[src/rtl/baud_pkg.sv]
package baud_pkg;
  typedef enum logic {FRAC_PASS = 1'b0, FRAC_SCALE = 1'b1} frac_mode_e;
endpackage

[src/rtl/bg_prediv.sv]
module bg_prediv #(
  parameter int W = 8
) (
  input  logic         clk,
  input  logic         rst_n,
  input  logic         restart,
  input  logic [W-1:0] div,
  output logic         pulse
);
  logic [W-1:0] cnt;

  always_ff @(posedge clk) begin
    if (!rst_n || restart || div == '0) begin
      cnt   <= '0;
      pulse <= 1'b0;
    end else if (cnt >= div - W'(1)) begin
      cnt   <= '0;
      pulse <= 1'b1;
    end else begin
      cnt   <= cnt + W'(1);
      pulse <= 1'b0;
    end
  end

  AST_GATE_OFF: assert property (@(posedge clk) disable iff (!rst_n)
    (div == '0) |=> !pulse);
  AST_PREDIV_SPACING: assert property (@(posedge clk) disable iff (!rst_n)
    (pulse && div > W'(1) && $stable(div)) |=> !pulse);
endmodule

[src/rtl/bg_frac.sv]
module bg_frac
  import baud_pkg::*;
#(
  parameter int FW = 8
) (
  input  logic          clk,
  input  logic          rst_n,
  input  logic          restart,
  input  logic          in_pulse,
  input  logic [FW-1:0] mul,
  input  logic [FW-1:0] den,
  output logic          out_pulse
);
  localparam logic [FW-1:0] FULL_SCALE = '1;

  frac_mode_e   mode;
  logic [FW-1:0] acc;
  logic          skip;
  logic [FW:0]   sum;

  assign mode = (den == FULL_SCALE) ? FRAC_SCALE : FRAC_PASS;
  assign sum  = {1'b0, acc} + {1'b0, mul};

  always_ff @(posedge clk) begin
    if (!rst_n || restart) begin
      acc       <= '0;
      skip      <= 1'b0;
      out_pulse <= 1'b0;
    end else if (!in_pulse) begin
      out_pulse <= 1'b0;
    end else if (mode == FRAC_PASS) begin
      out_pulse <= 1'b1;
    end else if (skip) begin
      skip      <= 1'b0;
      out_pulse <= 1'b0;
    end else begin
      acc       <= sum[FW-1:0];
      skip      <= sum[FW];
      out_pulse <= 1'b1;
    end
  end

  AST_FRAC_SUBSET: assert property (@(posedge clk) disable iff (!rst_n)
    out_pulse |-> $past(in_pulse));
  AST_FRAC_SWALLOW: assert property (@(posedge clk) disable iff (!rst_n)
    (skip && in_pulse && mode == FRAC_SCALE && !restart) |=> !out_pulse);
  AST_FRAC_BYPASS: assert property (@(posedge clk) disable iff (!rst_n)
    (in_pulse && mode == FRAC_PASS && !restart) |=> out_pulse);
endmodule

[src/rtl/bg_bauddiv.sv]
module bg_bauddiv #(
  parameter int BW = 16
) (
  input  logic          clk,
  input  logic          rst_n,
  input  logic          restart,
  input  logic          in_pulse,
  input  logic [BW-1:0] div,
  output logic          tick
);
  logic [BW-1:0] cnt;

  always_ff @(posedge clk) begin
    if (!rst_n || restart) begin
      cnt  <= '0;
      tick <= 1'b0;
    end else if (in_pulse) begin
      if (cnt >= div) begin
        cnt  <= '0;
        tick <= 1'b1;
      end else begin
        cnt  <= cnt + BW'(1);
        tick <= 1'b0;
      end
    end else begin
      tick <= 1'b0;
    end
  end

  AST_TICK_SPACING: assert property (@(posedge clk) disable iff (!rst_n)
    (tick && div != '0) |=> !tick);
  AST_TICK_NEEDS_INPUT: assert property (@(posedge clk) disable iff (!rst_n)
    tick |-> $past(in_pulse));
endmodule

[src/rtl/baud_tick_gen.sv]
module baud_tick_gen #(
  parameter int PDIV_W = 8,
  parameter int FRAC_W = 8,
  parameter int BDIV_W = 16
) (
  input  logic              clk,
  input  logic              rst_n,
  input  logic [PDIV_W-1:0] pre_div,
  input  logic [FRAC_W-1:0] frac_mul,
  input  logic [FRAC_W-1:0] frac_den,
  input  logic [BDIV_W-1:0] baud_div,
  output logic              tick
);
  localparam int CFG_W = PDIV_W + 2 * FRAC_W + BDIV_W;

  logic [CFG_W-1:0] cfg_now, cfg_prev;
  logic             restart;
  logic             pre_pulse, frac_pulse;

  assign cfg_now = {pre_div, frac_mul, frac_den, baud_div};
  assign restart = (cfg_now != cfg_prev);

  always_ff @(posedge clk) begin
    if (!rst_n) cfg_prev <= '0;
    else        cfg_prev <= cfg_now;
  end

  bg_prediv #(.W(PDIV_W)) u_prediv (
    .clk(clk), .rst_n(rst_n), .restart(restart), .div(pre_div), .pulse(pre_pulse)
  );

  bg_frac #(.FW(FRAC_W)) u_frac (
    .clk(clk), .rst_n(rst_n), .restart(restart), .in_pulse(pre_pulse),
    .mul(frac_mul), .den(frac_den), .out_pulse(frac_pulse)
  );

  bg_bauddiv #(.BW(BDIV_W)) u_bauddiv (
    .clk(clk), .rst_n(rst_n), .restart(restart), .in_pulse(frac_pulse),
    .div(baud_div), .tick(tick)
  );

  AST_RESTART_CLEARS: assert property (@(posedge clk) disable iff (!rst_n)
    restart |=> !tick);
  AST_RESET_QUIET: assert property (@(posedge clk)
    !rst_n |=> !tick);
endmodule

[config.mk]
export PLATFORM = sky130hd
export DESIGN_NAME = baud_tick_gen
export DESIGN_NICKNAME = d
export VERILOG_FILES = /design/src/rtl/baud_pkg.sv /design/src/rtl/bg_prediv.sv /design/src/rtl/bg_frac.sv /design/src/rtl/bg_bauddiv.sv /design/src/rtl/baud_tick_gen.sv
export SDC_FILE = /design/constraint.sdc
export NUM_CORES = 1
export LEC_CHECK = 0
export CAP_MARGIN = 20
export CORE_ASPECT_RATIO = 0.75
export CORE_MARGIN = 3
export CORE_UTILIZATION = 57
export CTS_CLUSTER_DIAMETER = 80
export CTS_CLUSTER_SIZE = 8
export DETAILED_ROUTE_END_ITERATION = 16
export DONT_BUFFER_PORTS = 1
export GPL_TIMING_DRIVEN = 0
export PLACE_DENSITY = 0.75
export SLEW_MARGIN = 10
export SYNTH_ARGS = -nofsm -noshare
export SYNTH_HDL_FRONTEND = slang
export SYNTH_HIERARCHICAL = 1
export SYNTH_SLANG_ARGS = --single-unit
[constraint.sdc]
create_clock -name clk -period 2.3 [get_ports clk]
set_clock_uncertainty 0.2 [all_clocks]
set_input_delay 0.46 -clock clk [delete_from_list [all_inputs] [get_ports clk]]
set_output_delay 0.46 -clock clk [all_outputs]
set_load 0.02 [all_outputs]
# Word level (Yosys, flattened, before mapping)

Index checks and enable logic that the tools add are counted.

Bits of input ports: 42
Register bits: 76
Word-level logic and storage cells: 35

Bitwise logic cells: 3
Order comparisons: 2
Reduce and logical (&&, ||, !) cells: 9
Mux-type cells: 7
Equal/unequal tests: 2
$add $sub $neg: 4

Operator list:

| cell                                             | count |
|---|---|
| != test 40 bit                                   | 1 |
| adder 16 x 1 -> 16 bit, second input constant    | 1 |
| greater-or-equal comparator 16 bit               | 1 |
| two-way mux 16 bit                               | 1 |
| adder 8 x 8 -> 9 bit                             | 1 |
| adder 8 x 1 -> 8 bit, second input constant      | 1 |
| == test 8 bit, second input constant             | 1 |
| greater-or-equal comparator 8 bit                | 1 |
| zero test 8 bit                                  | 1 |
| subtractor 8 x 1 -> 8 bit, second input constant | 1 |
| two-way mux 1 bit                                | 6 |
| OR reduction 2 bit                               | 3 |
| NOT 1 bit                                        | 3 |
| AND reduction 3 bit                              | 1 |
| logical OR 1 bit                                 | 2 |
| AND reduction 2 bit                              | 1 |
| zero test 1 bit                                  | 1 |

# Depth between registers and ports, before layout

Depth in word-level cells: 4
Depth in mapped cells: 9

# Modules after synthesis

The synthesis kept the hierarchy.

By module, submodules not included:

| module        | area each (µm²) | times used | cells an instance | seq. area each (µm²) |
|---|---|---|---|---|
| baud_tick_gen | 1497.7          | 1          | 137               | 800.8 |
| bg_bauddiv    | 1144.8          | 1          | 138               | 340.3 |
| bg_frac       | 735.7           | 1          | 89                | 200.2 |
| bg_prediv     | 685.7           | 1          | 73                | 180.2 |

# Least setup slack after synthesis

No wires, ideal clock.

Kind: input to register
Start: input port baud_div[14]
End: register u_bauddiv.cnt[3]
Setup time: 64 ps
Arrival time: 2158 ps
Buffers on the path: 1
Setup slack: -122 ps
Stages on the path: 9
Path through: xnor2_1 nand4_1 nor4_1 nand4_1 nand2b_1 nor4_1 a31oi_4 buf_6 nor2_1

Word-level cells in the longest chain between the ends: 2
Elaborated cells on any way between the ends: 4

Ends and longest elaborated chain:

| element                | RTL line            | text |
|---|---|---|
| start: declaration     | baud_tick_gen.sv:11 | `input logic [BDIV_W-1:0] baud_div,` |
| != test 40 bit         | baud_tick_gen.sv:21 | `assign restart = (cfg_now != cfg_prev);` |
| named net restart      | baud_tick_gen.sv:17 | `logic restart;` |
| logical OR 1 bit       | bg_bauddiv.sv:14    | `if (!rst_n \|\| restart) begin` |
| end signal: assignment | bg_bauddiv.sv:22    | `cnt <= cnt + BW'(1);` |
| end: declaration       | bg_bauddiv.sv:11    | `logic [BW-1:0] cnt;` |

The timed path passes the listed nets, and every way through them passes these cells.
A chain may end at the register's enable or synchronous reset.

# Worst setup path in the final report

Start: register cfg_prev[38]
End: register u_bauddiv.cnt[1]

Word-level cells in the longest chain between the ends: 2

Ends and longest elaborated chain:

| element                  | RTL line            | text |
|---|---|---|
| start: declaration       | baud_tick_gen.sv:16 | `logic [CFG_W-1:0] cfg_now, cfg_prev;` |
| start signal: assignment | baud_tick_gen.sv:25 | `else cfg_prev <= cfg_now;` |
| != test 40 bit           | baud_tick_gen.sv:21 |  |
| named net restart        | baud_tick_gen.sv:17 |  |
| logical OR 1 bit         | bg_bauddiv.sv:14    |  |

The timed path passes the listed nets, and every way through them passes these cells.

==> impl_metrics.yaml <==
logic_synthesis:
  synthCells: 437
  synth-main-ff-cell: "dfxtp_1"
  yosysSeqAreaShare: 0.3744
  synth_largest_area_cell: "dfxtp_1"
  synth_top_area_share: 0.3744
  synthesis.area_um2: 4064
  synth-async-reset-ratio: 0
  syn-mean-instance-area_um2: 9.300
  synth_edf_count: 0
  yosys_register_bits: 76
  ys_types: 51
  ys_warn_count: 6
  syn_nets: 516
  synth.area.top_cells: "dfxtp_1, ha_1, xnor2_1, and2_1, xor2_1"
detailed_routing:
  drt-initial-drc-count: 184
  first_pass_iters: 4
  detail_route.wl_per_cell_um: 17.17
  wirelength_mm: 9.771
  postRouteAntennaNets: 0
  remaining_drc_errors: 0
  vias_per_cell: 5.641
  vias: 3210
  wl_met3_um: 689
  dr.max_layer_used: "met4"
  wl_met1_mm: 4.661
  route.met2.wl_mm: 4.230
critical_path:
  startpoint_type: "register"
  critPathKind: "register to register"
  rrSetupSlack_ps: -220
  cp-startpoint: "cfg_prev[38]"
  rr_worst_depth: 10
  reg2reg_to: "u_bauddiv/cnt[1]"
  path_max_fanout: 5
  required_ps: 2400
  crit_arrival_ps: 2620
  r2r_start: "cfg_prev[38]"
  end_kind: "register"
global_route:
  grt.overflow.total: 0
  grt_pass1_wl_mm: 15.69
  grt_usage: 0.2421
  grt_pass1_vias: 3190
  antenna_found_initial: 0
  grt_max_degree: 15
cts:
  ctsLongestPathBuffers: 2
  clkTransAtPathRegs_ps: 90
  numCtsBuffers: 9
  cts_max_level: 3
  cts_tree: "done"
  cts-root-buf: "clkbuf_8"
  clock_latency_ps: 360
  cts.sinks: 76
outcome:
  failed_checks: "setup timing"
  status: "finished with violations"
floorplan:
  chipWidth_um: 103.5
  start_util: 0.6157
  ios: 43
  rows: 25
  design.die.area_um2: 8189
  die_y_um: 79.13
  coreArea_um2: 6600
cells_and_area:
  syn_to_final_growth_pct: 21.43
  layout.nets: 549
  diodes: 0
  layout-drive-gt1-share: 0.2084
  multiInputGateArea_um2: 2729
  seq_area_um2: 1535
  fill_cells: 449
  final_common_cell: "dfxtp_1"
  final_cell_mix: "dfxtp_1, and2_1, xnor2_1, ha_1, nand2_1"
timing:
  final.period_utilization: 1.096
  rsz0062_at_grt: "true"
  setup_viol: 22
  holdWs_ps: 15.06
  fin_crit_ps: 2520
  hold_violations: 0
  maxSlewViolCount: 0
  worst_slew_pin_slew_ps: 982.0
  max_freq_ghz: 0.3968
  finalSetupTns_ps: -3336
  slew_headroom: 0.3403
  final.setup.worst_slack_ps: -220.1
place:
  pre_cts_slack_ps: -580.2
  place_congestion: 0.8527
  port_buffers: 0
  dpl.hpwl_mm: 6.656
run:
  drv_cap: 0
worst_hold_path:
  hold_path_depth: 1
  hold_end: "cfg_prev[32]"
  worstHoldStart: "pre_div[0]"
  hold_path.class: "primary input to register"
power:
  p_leak_nw: 1.912
  fin_total_pwr_mw: 2.686
  worst_ir_drop_vdd_v: 0.0004023
  p_per_area_nw_per_um2: 544.3
[cell type report]
class | instances | share of cell area
Timing Repair Buffer | 22 | 0.04133
Sequential cell | 76 | 0.3111
Clock buffer | 10 | 0.02789
Clock inverter | 6 | 0.01445
Multi-Input combinational cell | 329 | 0.5530
Inverter | 25 | 0.01902
Tap cell | 94 | 0.02383
Buffer | 7 | 0.009381
[cell usage after synthesis, drive strengths merged (2+ instances only)]
master,count
inv,25
and3,7
a2111oi,2
or2,2
o21ai,7
dfxtp,76
buf,3
nor4,7
nor2b,4
or3,2
ha,36
a21oi,15
nor2,28
xor2,21
clkbuf,4
and2,40
a211oi,4
o31a,2
xnor2,46
nand2,28
nor3,17
nand2b,5
nand3,15
o21a,5
nand4,16
o211ai,3
[per-layer routing]
metal  track usage  vias to the layer above
met5             0                        -
met1        0.3175                     1510
li1              -                     1565
met3       0.09504                       19
met4       0.06906                        0
met2        0.3721                      116
[power breakdown]
group,internal [mW],switching [mW]
combinational,0.131,0.106
sequential,1.35,0.0188
clock,0.540,0.537
[kinds of logic after synthesis]
family          count (synthesis)  synth area share
buf+inv                        32           0.03356
mux                             1          0.002463
compound gates                 47           0.08898
xor+xnor                       67            0.1444
fa+ha+maj                      37            0.1158
simple gates                  177            0.2405
flops                          76            0.3744
[repair_timing]
item | CTS | global route
cloned | 1 | 1
setup buffers | 8 | 4
pin swaps | 11 | 29
endpoints found under the setup margin | 31 | 34
hold buffers | 0 | 8
gates resized for setup | 33 | 39
endpoints found under the hold margin | 0 | 8
[critical path, cell delays in order, from the launching register on]
cell	delay, ps
dfxtp_1	340
xnor2_2	230
nand4_1	170
nor4_2	350
nand4_1	150
buf_6	170
nand2b_4	160
nor4_4	250
a31oi_4	170
buf_8	180
nor2_1	80
[worst max-delay path by stage]
stage	endpoint	cells past startpoint	slack [ps]
after floorplan	u_bauddiv/cnt[11]	8	0.2
after global placement	u_frac/acc[7]	8	-470
after detailed placement	u_bauddiv/cnt[3]	9	-580
after CTS	u_frac/acc[7]	9	-50
after global routing	u_bauddiv/cnt[11]	10	-320
final	u_bauddiv/cnt[1]	10	-220
[through the flow]
step                        util  instances  cell area (um2)
after floorplan                -        437             4091
after global placement    0.6377        531             4209
after detailed placement  0.6377        531             4209
after CTS                 0.7054        556             4656
after global routing      0.7477        569             4935
final                     0.7477        569             4935
[registers in the layout (all words and copies together) (netlist names)]
register          count
cfg_prev             40
u_bauddiv/cnt        16
u_bauddiv/tick        1
u_frac/acc            8
u_frac/out_pulse      1
u_frac/skip           1
u_prediv/cnt          8
u_prediv/pulse        1
Note: power is estimated with default switching activity, not from simulation.
